$ cat config.mk
export PLATFORM = sky130hd
export DESIGN_NAME = vag_addr_gen
export DESIGN_NICKNAME = d
export VERILOG_FILES = /design/src/rtl/vag_pkg.sv /design/src/rtl/vag_lane_calc.sv /design/src/rtl/vag_bank_arb.sv /design/src/rtl/vag_addr_gen.sv
export SDC_FILE = /design/constraint.sdc
export NUM_CORES = 1
export LEC_CHECK = 0
export BUFFER_PORTS_ARGS = -buffer_cell sky130_fd_sc_hd__clkbuf_2
export CAP_MARGIN = 0
export CORE_UTILIZATION = 60
export CTS_BUF_LIST = sky130_fd_sc_hd__clkbuf_8
export CTS_CLUSTER_SIZE = 30
export DETAILED_ROUTE_END_ITERATION = 10
export PLACE_DENSITY = 0.83
export SLEW_MARGIN = 20
export SYNTH_ARGS = -nofsm -noshare
export SYNTH_HDL_FRONTEND = slang
export SYNTH_SLANG_ARGS = --single-unit
export TNS_END_PERCENT = 5
$ cat constraint.sdc
create_clock -name clk -period 10.4 [get_ports clk]
set_input_delay 1.04 -clock clk [delete_from_list [all_inputs] [get_ports clk]]
set_output_delay 1.04 -clock clk [all_outputs]
set_load 0.1 [all_outputs]
$ cat src/rtl/vag_pkg.sv
package vag_pkg;

    typedef enum logic [1:0] {
        MD_CONTIG = 2'b00,
        MD_STRIDE = 2'b01,
        MD_INDEX  = 2'b10,
        MD_INDEXB = 2'b11
    } vag_mode_e;

    // Largest element count allowed for a width code: the register budget
    // is constant in bytes once elements are wider than 16 bits.
    function automatic int max_len(input logic [1:0] ew_code, input int maxvl);
        if (ew_code < 2'd2)
            return maxvl;
        return maxvl >> (int'(ew_code) - 1);
    endfunction

endpackage

$ cat src/rtl/vag_lane_calc.sv
module vag_lane_calc #(
    parameter int AW    = 32,
    parameter int LANES = 4
) (
    input  logic                      idx_mode,
    input  logic [AW-1:0]             cur,
    input  logic [AW-1:0]             step,
    input  logic [AW-1:0]             base,
    input  logic [AW-1:0]             offset,
    output logic [LANES-1:0][AW-1:0]  lane_addr
);
    for (genvar k = 0; k < LANES; k++) begin : g_lane
        if (k == 0) begin : g_first
            // Lane 0 serves both the gather path and the strided walk.
            assign lane_addr[k] = idx_mode ? (base + offset) : cur;
        end else begin : g_rest
            assign lane_addr[k] = idx_mode ? '0 : (cur + AW'(k) * step);
        end
    end
endmodule

$ cat src/rtl/vag_bank_arb.sv
module vag_bank_arb #(
    parameter int LANES  = 4,
    parameter int BW     = 3,
    localparam int CW    = $clog2(LANES + 1)
) (
    input  logic [LANES-1:0]          cand,
    input  logic [LANES-1:0][BW-1:0]  bank,
    output logic [LANES-1:0]          grant,
    output logic [CW-1:0]             count
);
    always_comb begin
        logic run_ok;
        logic clash;
        run_ok = 1'b1;
        grant  = '0;
        count  = '0;
        for (int k = 0; k < LANES; k++) begin
            clash = 1'b0;
            for (int j = 0; j < LANES; j++) begin
                if (j < k && bank[j] == bank[k])
                    clash = 1'b1;
            end
            // The first clash ends the run so elements stay in order.
            run_ok   = run_ok & cand[k] & ~clash;
            grant[k] = run_ok;
            if (run_ok)
                count = count + CW'(1);
        end
    end
endmodule

$ cat src/rtl/vag_addr_gen.sv
module vag_addr_gen #(
    parameter int AW         = 32,
    parameter int LANES      = 4,
    parameter int NBANKS     = 8,
    parameter int BANK_SHIFT = 3,
    parameter int MAXVL      = 128,
    localparam int VLW       = $clog2(MAXVL + 1),
    localparam int BW        = $clog2(NBANKS),
    localparam int CW        = $clog2(LANES + 1)
) (
    input  logic                  clk,
    input  logic                  rst_n,
    input  logic                  start,
    input  logic [1:0]            mode,
    input  logic [1:0]            ew,
    input  logic [VLW-1:0]        vlen,
    input  logic [AW-1:0]         base_in,
    input  logic [AW-1:0]         stride_in,
    input  logic [AW-1:0]         incr_in,
    input  logic                  idx_valid,
    output logic                  idx_ready,
    input  logic [AW-1:0]         idx_off,
    output logic [LANES-1:0]      addr_vld,
    output logic [LANES*AW-1:0]   addr_bus,
    output logic [VLW-1:0]        elem_base,
    output logic                  busy,
    output logic                  done,
    output logic [AW-1:0]         base_upd
);
    import vag_pkg::*;

    typedef struct packed {
        logic            busy;
        logic            idx;
        logic            done;
        logic [AW-1:0]   step;
        logic [AW-1:0]   base;
        logic [AW-1:0]   incr;
        logic [AW-1:0]   cur;
        logic [AW-1:0]   base_upd;
        logic [VLW-1:0]  len;
        logic [VLW-1:0]  cnt;
    } vag_state_t;

    vag_state_t st_q, st_d;

    logic [LANES-1:0][AW-1:0] lane_addr;
    logic [LANES-1:0][BW-1:0] lane_bank;
    logic [LANES-1:0]         cand;
    logic [LANES-1:0]         grant;
    logic [CW-1:0]            grp_cnt;
    logic [VLW-1:0]           remain;
    logic [VLW-1:0]           len_clamped;

    vag_lane_calc #(.AW(AW), .LANES(LANES)) lane_calc_i (
        .idx_mode  (st_q.idx),
        .cur       (st_q.cur),
        .step      (st_q.step),
        .base      (st_q.base),
        .offset    (idx_off),
        .lane_addr (lane_addr)
    );

    for (genvar k = 0; k < LANES; k++) begin : g_bank
        assign lane_bank[k]           = lane_addr[k][BANK_SHIFT +: BW];
        assign addr_bus[k*AW +: AW]   = lane_addr[k];
    end

    assign remain = st_q.len - st_q.cnt;

    always_comb begin
        cand = '0;
        if (st_q.busy) begin
            if (st_q.idx) begin
                cand[0] = idx_valid;
            end else begin
                for (int k = 0; k < LANES; k++)
                    cand[k] = (k < int'(remain));
            end
        end
    end

    vag_bank_arb #(.LANES(LANES), .BW(BW)) bank_arb_i (
        .cand  (cand),
        .bank  (lane_bank),
        .grant (grant),
        .count (grp_cnt)
    );

    always_comb begin
        int ml;
        ml = max_len(ew, MAXVL);
        if (int'(vlen) > ml)
            len_clamped = VLW'(ml);
        else
            len_clamped = vlen;
    end

    always_comb begin
        st_d      = st_q;
        st_d.done = 1'b0;
        if (!st_q.busy) begin
            if (start) begin
                st_d.idx  = mode[1];
                st_d.step = (vag_mode_e'(mode) == MD_CONTIG) ? (AW'(1) << ew) : stride_in;
                st_d.base = base_in;
                st_d.incr = incr_in;
                st_d.cur  = base_in;
                st_d.cnt  = '0;
                st_d.len  = len_clamped;
                if (len_clamped == '0) begin
                    st_d.done     = 1'b1;
                    st_d.base_upd = base_in;
                end else begin
                    st_d.busy = 1'b1;
                end
            end
        end else begin
            st_d.cnt = st_q.cnt + VLW'(grp_cnt);
            st_d.cur = st_q.cur + AW'(grp_cnt) * st_q.step;
            if (st_d.cnt == st_q.len) begin
                st_d.busy     = 1'b0;
                st_d.done     = 1'b1;
                st_d.base_upd = st_q.base + st_q.incr;
            end
        end
    end

    always_ff @(posedge clk) begin
        if (!rst_n)
            st_q <= '0;
        else
            st_q <= st_d;
    end

    assign addr_vld  = grant;
    assign idx_ready = st_q.busy & st_q.idx;
    assign elem_base = st_q.cnt;
    assign busy      = st_q.busy;
    assign done      = st_q.done;
    assign base_upd  = st_q.base_upd;

endmodule

==> results.yml, run 1 <==
outcome:
  status: "complete, no violations"
logic_synthesis:
  ys_ff_latch: 179
  synth-xor-area-share_pct: 7.92
  synth_area_um2: 20300
  async_flop_share_pct: 0
  yosys-mux-area-fraction_pct: 1.41
  ys_warn_count: 0
  synth_simple_gate_area_share_pct: 18.9
  ys_seq_area_share_pct: 17.7
  ys_dominant_reg_cell: "dfxtp_1"
  synth_top_family_by_area: "compound AO/OA/AOI/OAI gates"
  synth_edf_count: 0
  yosys.area_share.adder_pct: 22.6
  synth-compound-area-share_pct: 24.0
  synthCells: 2627
  avgSynthCellArea_um2: 7.71
  synth_cell_type_count: 86
setup_path:
  cp_slowest_cell: "o41a_2"
  cp-end-kind: "flip-flop"
  worstSetupStartpoint: "st_q[144]$_SDFFE_PN0P_"
  slowest_delay_ns: 0.72
  path_class: "flip-flop to flip-flop"
  cp-start-kind: "flip-flop"
  critPathMaxFanout: 33
  regToRegStartpoint: "st_q[144]$_SDFFE_PN0P_"
  cp.required_ns: 10.75
  arrival_ns: 8.73
layout:
  drive_above_1_share_pct: 13.9
  multi_input_area_um2: 15200
  layout_commonest_cell: "clkbuf_2"
  synthToLayoutAreaGrowth_pct: 9.95
  nNetsFinal: 3295
  seq_area_um2: 3590
  final_util_pct: 67.7
  nFillCells: 2872
  final_cell_mix: "clkbuf_2 (318), nand2_1 (268), a21oi_1 (237), inv_1 (215), nor2_1 (215)"
power:
  p_leak_nw: 11.2
  peakVddDrop_mv: 0.165
  finalPower_mw: 3.92
  p_per_area_nw_per_um2: 176
floorplan:
  start_util_pct: 61.6
  dieHeight_um: 186
  dieArea_um2: 34500
  io_pins: 319
  num_rows: 66
  coreArea_um2: 32900
  die_x_um: 186
timing:
  post-route-period-util_pct: 80.6
  rsz0062_at_grt: "false"
  slew_viol_final: 0
  fmax_mhz: 119
  fin_worst_skew_ns: 0.0166
  setup_viol: 0
  worstMarginPinSlew_ns: 1.03
  slew_headroom_pct: 31.4
  fin_setup_tns_ns: 0
  period_needed_ns: 8.38
  hold_violations: 0
detailed_routing:
  drt-initial-drc-count: 1500
  drcViolationCount: 0
  avgViaCountPerCell: 6.10
  dr.pass1.iters: 6
  ant_nets: 0
  avgRoutedWirePerCell_um: 19.5
  totalWireLength_um: 64200
  vias: 20100
clock_network:
  cts_tree: "yes"
  cts.repair.resized: 0
  htree_num_levels: 4
  cts_setup_buffers: 0
  path_clk_slew_ns: 0.11
  cts_hold_buf: 0
  cts_buffers: 17
  cts.sinks: 179
  cts.path.max_buffers: 2
  root_buffer: "clkbuf_8"
  clkLatencyLatePin_ns: 0.48
place:
  io_buffer_count: 318
  gp_congestion: 0.959
  place_hpwl_um: 51200
global_route:
  grt_max_degree: 99
  grt-ovfl-total: 0
  grt_pass1_wl_um: 99500
  grt_use_total_pct: 36.9
  grt_pass1_vias: 18800
  antenna_found_initial: 2
hold_path:
  hp-start: "st_q[99]$_SDFFE_PN0P_"
  hold_class: "flip-flop to flip-flop"
run:
  drv_cap: 0
-- flip-flops by register name (all words and copies together), names as in the netlist --
register	count
base_upd	32
busy	1
done	1
elem_base	8
st_q	137
-- Yosys cell counts (6+ instances only) --
cell      instances  area (µm²)
a31oi_1          39         244
o21a_1           35         263
o21bai_1         28         210
and2_1           65         407
or4_1             6        45.0
a311oi_1         14         123
a211oi_1         33         248
and4_1            6        52.6
nand4_1          18         113
nand3_1          49         245
nor2_1          216         811
a22o_1           28         245
buf_4            42         315
mux2i_1          24         240
and3_1           49         307
o21ai_0         149         746
ha_1            212        2650
o21ai_1           7        35.0
o22ai_1           6        37.5
o41ai_1           6        52.6
nor3_1           47         235
or3_1            12        75.1
xor2_1           74         648
nand2b_1         25         156
o211ai_1         11        82.6
inv_1           216         811
a21o_1           96         721
a21oi_1         237        1190
clkbuf_1         88         330
fa_1             96        1920
xnor2_1         104         911
nand2_1         269        1010
nor2b_1          25         156
dfxtp_1         179        3580
o31ai_1           6        45.0
buf_1            10        37.5
o211a_1          10         100
-- per-stage QoR --
| stage | hold WS [ns] | area, µm² | instances | worst slack (ns) |
|---|---|---|---|---|
| floorplan | 0.441 | 20300 | 2629 | 1.45 |
| global placement | 0.447 | 21900 | 3266 | 2.13 |
| detailed placement | 0.454 | 21900 | 3266 | 1.83 |
| CTS | 0.471 | 22300 | 3298 | 2.02 |
| global route | 0.487 | 22300 | 3300 | 1.51 |
| finish | 0.469 | 22300 | 3300 | 2.02 |
-- kinds of logic after synthesis --
logic type / Yosys count
XOR/XNOR: 180
flip-flops: 179
AO/OA/AOI/OAI: 758
AND/OR/NAND/NOR: 814
buffers and inverters: 358
other: 2
multiplexers: 28
adder cells (fa/ha/maj): 308
-- power by group --
part	switching, mW	internal, mW	total [mW]
registers	0.113	0.757	0.870
clock network	0.309	0.178	0.487
logic	1.97	0.597	2.57
-- cell type report --
class / count / area share, %
well taps: 442 / 2.48
repair buffers: 335 / 7.72
clock buffers: 17 / 1.05
inverters: 218 / 3.68
clock inverters: 15 / 0.624
multi-input cells: 2092 / 68.3
diodes: 2 / 0.0225
flip-flops and latches: 179 / 16.1
-- path summary, 6_finish.rpt --
check | to | slack [ns] | cells after the start
max reg2reg | st_q[71]$_SDFFE_PN0P_ | 2.02 | 29
min | st_q[99]$_SDFFE_PN0P_ | 0.47 | 2
max | st_q[71]$_SDFFE_PN0P_ | 2.02 | 29
min reg2reg | st_q[99]$_SDFFE_PN0P_ | 0.47 | 2
-- critical path, delay by kind of cell, from the launching register on --
kind	cells	cell delay [ns]
and+or+nand+nor	5	0.93
muxes	1	0.43
AOI/OAI and AO/OA	12	3.35
buffers and inverters	3	0.18
xor gates and xnor gates	2	0.36
DFF	1	0.56
adders and majority gates	6	2.43
-- metal layers --
metal  part of all wire [%]  wire [µm]  global-route usage [%]
met4                    2.5       1620                    10.6
met3                    8.3       5350                    4.87
met1                     45      28900                    52.6
met5                      0          0                       0
met2                     44      28300                    57.8
Note: power is estimated with default switching activity, not from simulation.
==> run 2, diff against run 1 <==
- CORE_UTILIZATION: 60 -> 54
- PLACE_DENSITY: 0.83 -> 0.79
- clock period: 10.4 -> 7.35 ns (I/O delays scaled with it)
==> run 2 against run 1 <==
Effect of this change:
- final cell count up 1.9%
- clock-buffer cell count rose by 2
- die area is 11% higher
- combinational power is 49% higher
- highest routed layer unchanged
==> results.yml, run 2 (synthesis gave the netlist of run 1 again) <==
floorplan:
  dieArea_um2: 38300
  start_util_pct: 55.1
  coreArea_um2: 36800
  dieHeight_um: 196
  die_x_um: 196
  num_rows: 70
  io_pins: 319
global_route:
  antenna_found_initial: 2
  grt_max_degree: 75
  grt_use_total_pct: 33.3
  grt_pass1_wl_um: 101000
  use_met2_pct: 51.6
  met3_usage_pct: 3.89
  globalRouteMet1Util_pct: 48.3
  grt.busiest_layer: "met2"
  grt-ovfl-total: 0
  grt_pass1_vias: 18900
power:
  power_frac_seq_pct: 21.0
  switchingPower_mw: 3.46
  finalPower_mw: 5.81
  switching_share_pct: 59.6
  p_leak_nw: 11.4
  power.internal_mw: 2.35
  p_comb_share_pct: 65.9
  pwr-share-clk_pct: 13.1
  p_per_area_nw_per_um2: 252
  peakVddDrop_mv: 0.189
setup_path:
  slowest_delay_ns: 0.51
  r2r_cells: 29
  critPathMaxFanout: 12
  path_class: "flip-flop to flip-flop"
  cp.required_ns: 7.74
  cp-start-kind: "flip-flop"
  cp_slowest_cell: "o41a_4"
  regToRegStartpoint: "st_q[48]$_SDFFE_PN0P_"
  regToRegEndpoint: "st_q[71]$_SDFFE_PN0P_"
  cp-end-kind: "flip-flop"
  rrSetupSlack_ns: 0.29
  arrival_ns: 7.45
clock_network:
  cts.sinks: 179
  cts_tree: "yes"
  cts_buffers: 17
  path_clk_slew_ns: 0.11
  cts.path.max_buffers: 2
  root_buffer: "clkbuf_8"
  htree_num_levels: 4
  clkLatencyLatePin_ns: 0.52
timing:
  slew_headroom_pct: 37.7
  post-route-period-util_pct: 96.1
  hold_violations: 0
  period_needed_ns: 7.06
  worst_slack_ns: 0.285
  rsz0062_at_grt: "true"
  slew_viol_final: 0
  fin_worst_skew_ns: 0.0157
  setup_viol: 0
  worstMarginPinSlew_ns: 0.932
  fmax_mhz: 142
place:
  place_hpwl_um: 52100
  place_ws_ns: 0.149
  gp_congestion: 0.992
  io_buffer_count: 318
detailed_routing:
  totalWireLength_um: 65400
  vias: 20200
  drt-initial-drc-count: 1844
  drcViolationCount: 0
  avgRoutedWirePerCell_um: 19.5
  avgViaCountPerCell: 6.01
  dr.pass1.iters: 5
  ant_nets: 0
outcome:
  status: "complete, no violations"
layout:
  synthToLayoutAreaGrowth_pct: 13.7
  largest_reg_flops: 137
  final_cell_mix: "clkbuf_2 (318), nand2_1 (268), a21oi_1 (233), inv_1 (214), nor2_1 (212)"
  nNetsFinal: 3331
  top_register: "st_q"
  layout_commonest_cell: "clkbuf_2"
  drive_above_1_share_pct: 16.8
hold_path:
  hp-start: "incr_in[1]"
  hold_class: "input pin to flip-flop"
  min_path_cells: 3
  whs_endpoint: "st_q[81]$_SDFFE_PN0P_"
run:
  drv_cap: 0
[run 2: power groups by stage]
stage	registers (mW)	clock network [mW]	logic (mW)
5_1_grt	1.23	0.804	4.04
6_report	1.22	0.763	3.83
3_5_place_dp	1.23	0	3.70
3_3_place_gp	1.23	0	3.66
2_1_floorplan	1.18	0	3.05
4_1_cts	1.21	0.775	3.72
[run 2: critical path: cells and delay by family (launching register included)]
kind | cells | cell delay, ns
AOI/OAI and AO/OA | 12 | 2.66
muxes | 1 | 0.40
adders and majority gates | 6 | 2.15
xor gates and xnor gates | 2 | 0.32
DFF | 1 | 0.39
and+or+nand+nor | 5 | 0.82
buffers and inverters | 3 | 0.14
[run 2: final cells by class]
class                   instances  area [µm²]
diodes                          2        5.00
repair buffers                369        1970
clock buffers                  19         262
inverters                     218         820
clock inverters                13         166
well taps                     468         586
multi-input cells            2094       15600
fillers                      3313       13800
flip-flops and latches        179        3600
[run 2: what timing repair did]
item / 4_1_cts / 5_1_grt
gates resized for setup: 0 / 26
setup endpoints to repair: 0 / 9
setup buffers: 0 / 3
hold buffers: 0 / 0
[run 2: per-layer routing]
layer / share of wire [%] / vias to the layer above
met5: 0 / -
met4: 2.7 / 0
met3: 8.7 / 108
met2: 44 / 990
met1: 45 / 9459
li1: - / 9658
[run 2: metrics by stage]
| stage | cells | TNS [ns] | util, % | cell area [µm²] | hold WS, ns |
|---|---|---|---|---|---|
| finish | 3362 | 0 | 62.6 | 23000 | 0.418 |
| global route | 3362 | -0.119 | 62.6 | 23000 | 0.411 |
| CTS | 3355 | 0 | 62.2 | 22900 | 0.396 |
| detailed placement | 3323 | 0 | 61.0 | 22400 | 0.461 |
| global placement | 3323 | 0 | 61.0 | 22400 | 0.456 |
| floorplan | 2629 | 0 | - | 20600 | 0.441 |
[run 2: worst max-delay path by stage]
stage / start / to / slack (ns) / cells past startpoint
floorplan: idx_off[2] / st_q[78]$_SDFFE_PN0P_ / 0.0006 / 27
global placement: st_q[145]$_SDFFE_PN0P_ / st_q[71]$_SDFFE_PN0P_ / 0.24 / 28
detailed placement: st_q[144]$_SDFFE_PN0P_ / st_q[71]$_SDFFE_PN0P_ / 0.15 / 29
CTS: st_q[145]$_SDFFE_PN0P_ / st_q[71]$_SDFFE_PN0P_ / 0.1 / 28
global route: st_q[145]$_SDFFE_PN0P_ / st_q[78]$_SDFFE_PN0P_ / -0.05 / 28
finish: st_q[48]$_SDFFE_PN0P_ / st_q[71]$_SDFFE_PN0P_ / 0.29 / 29
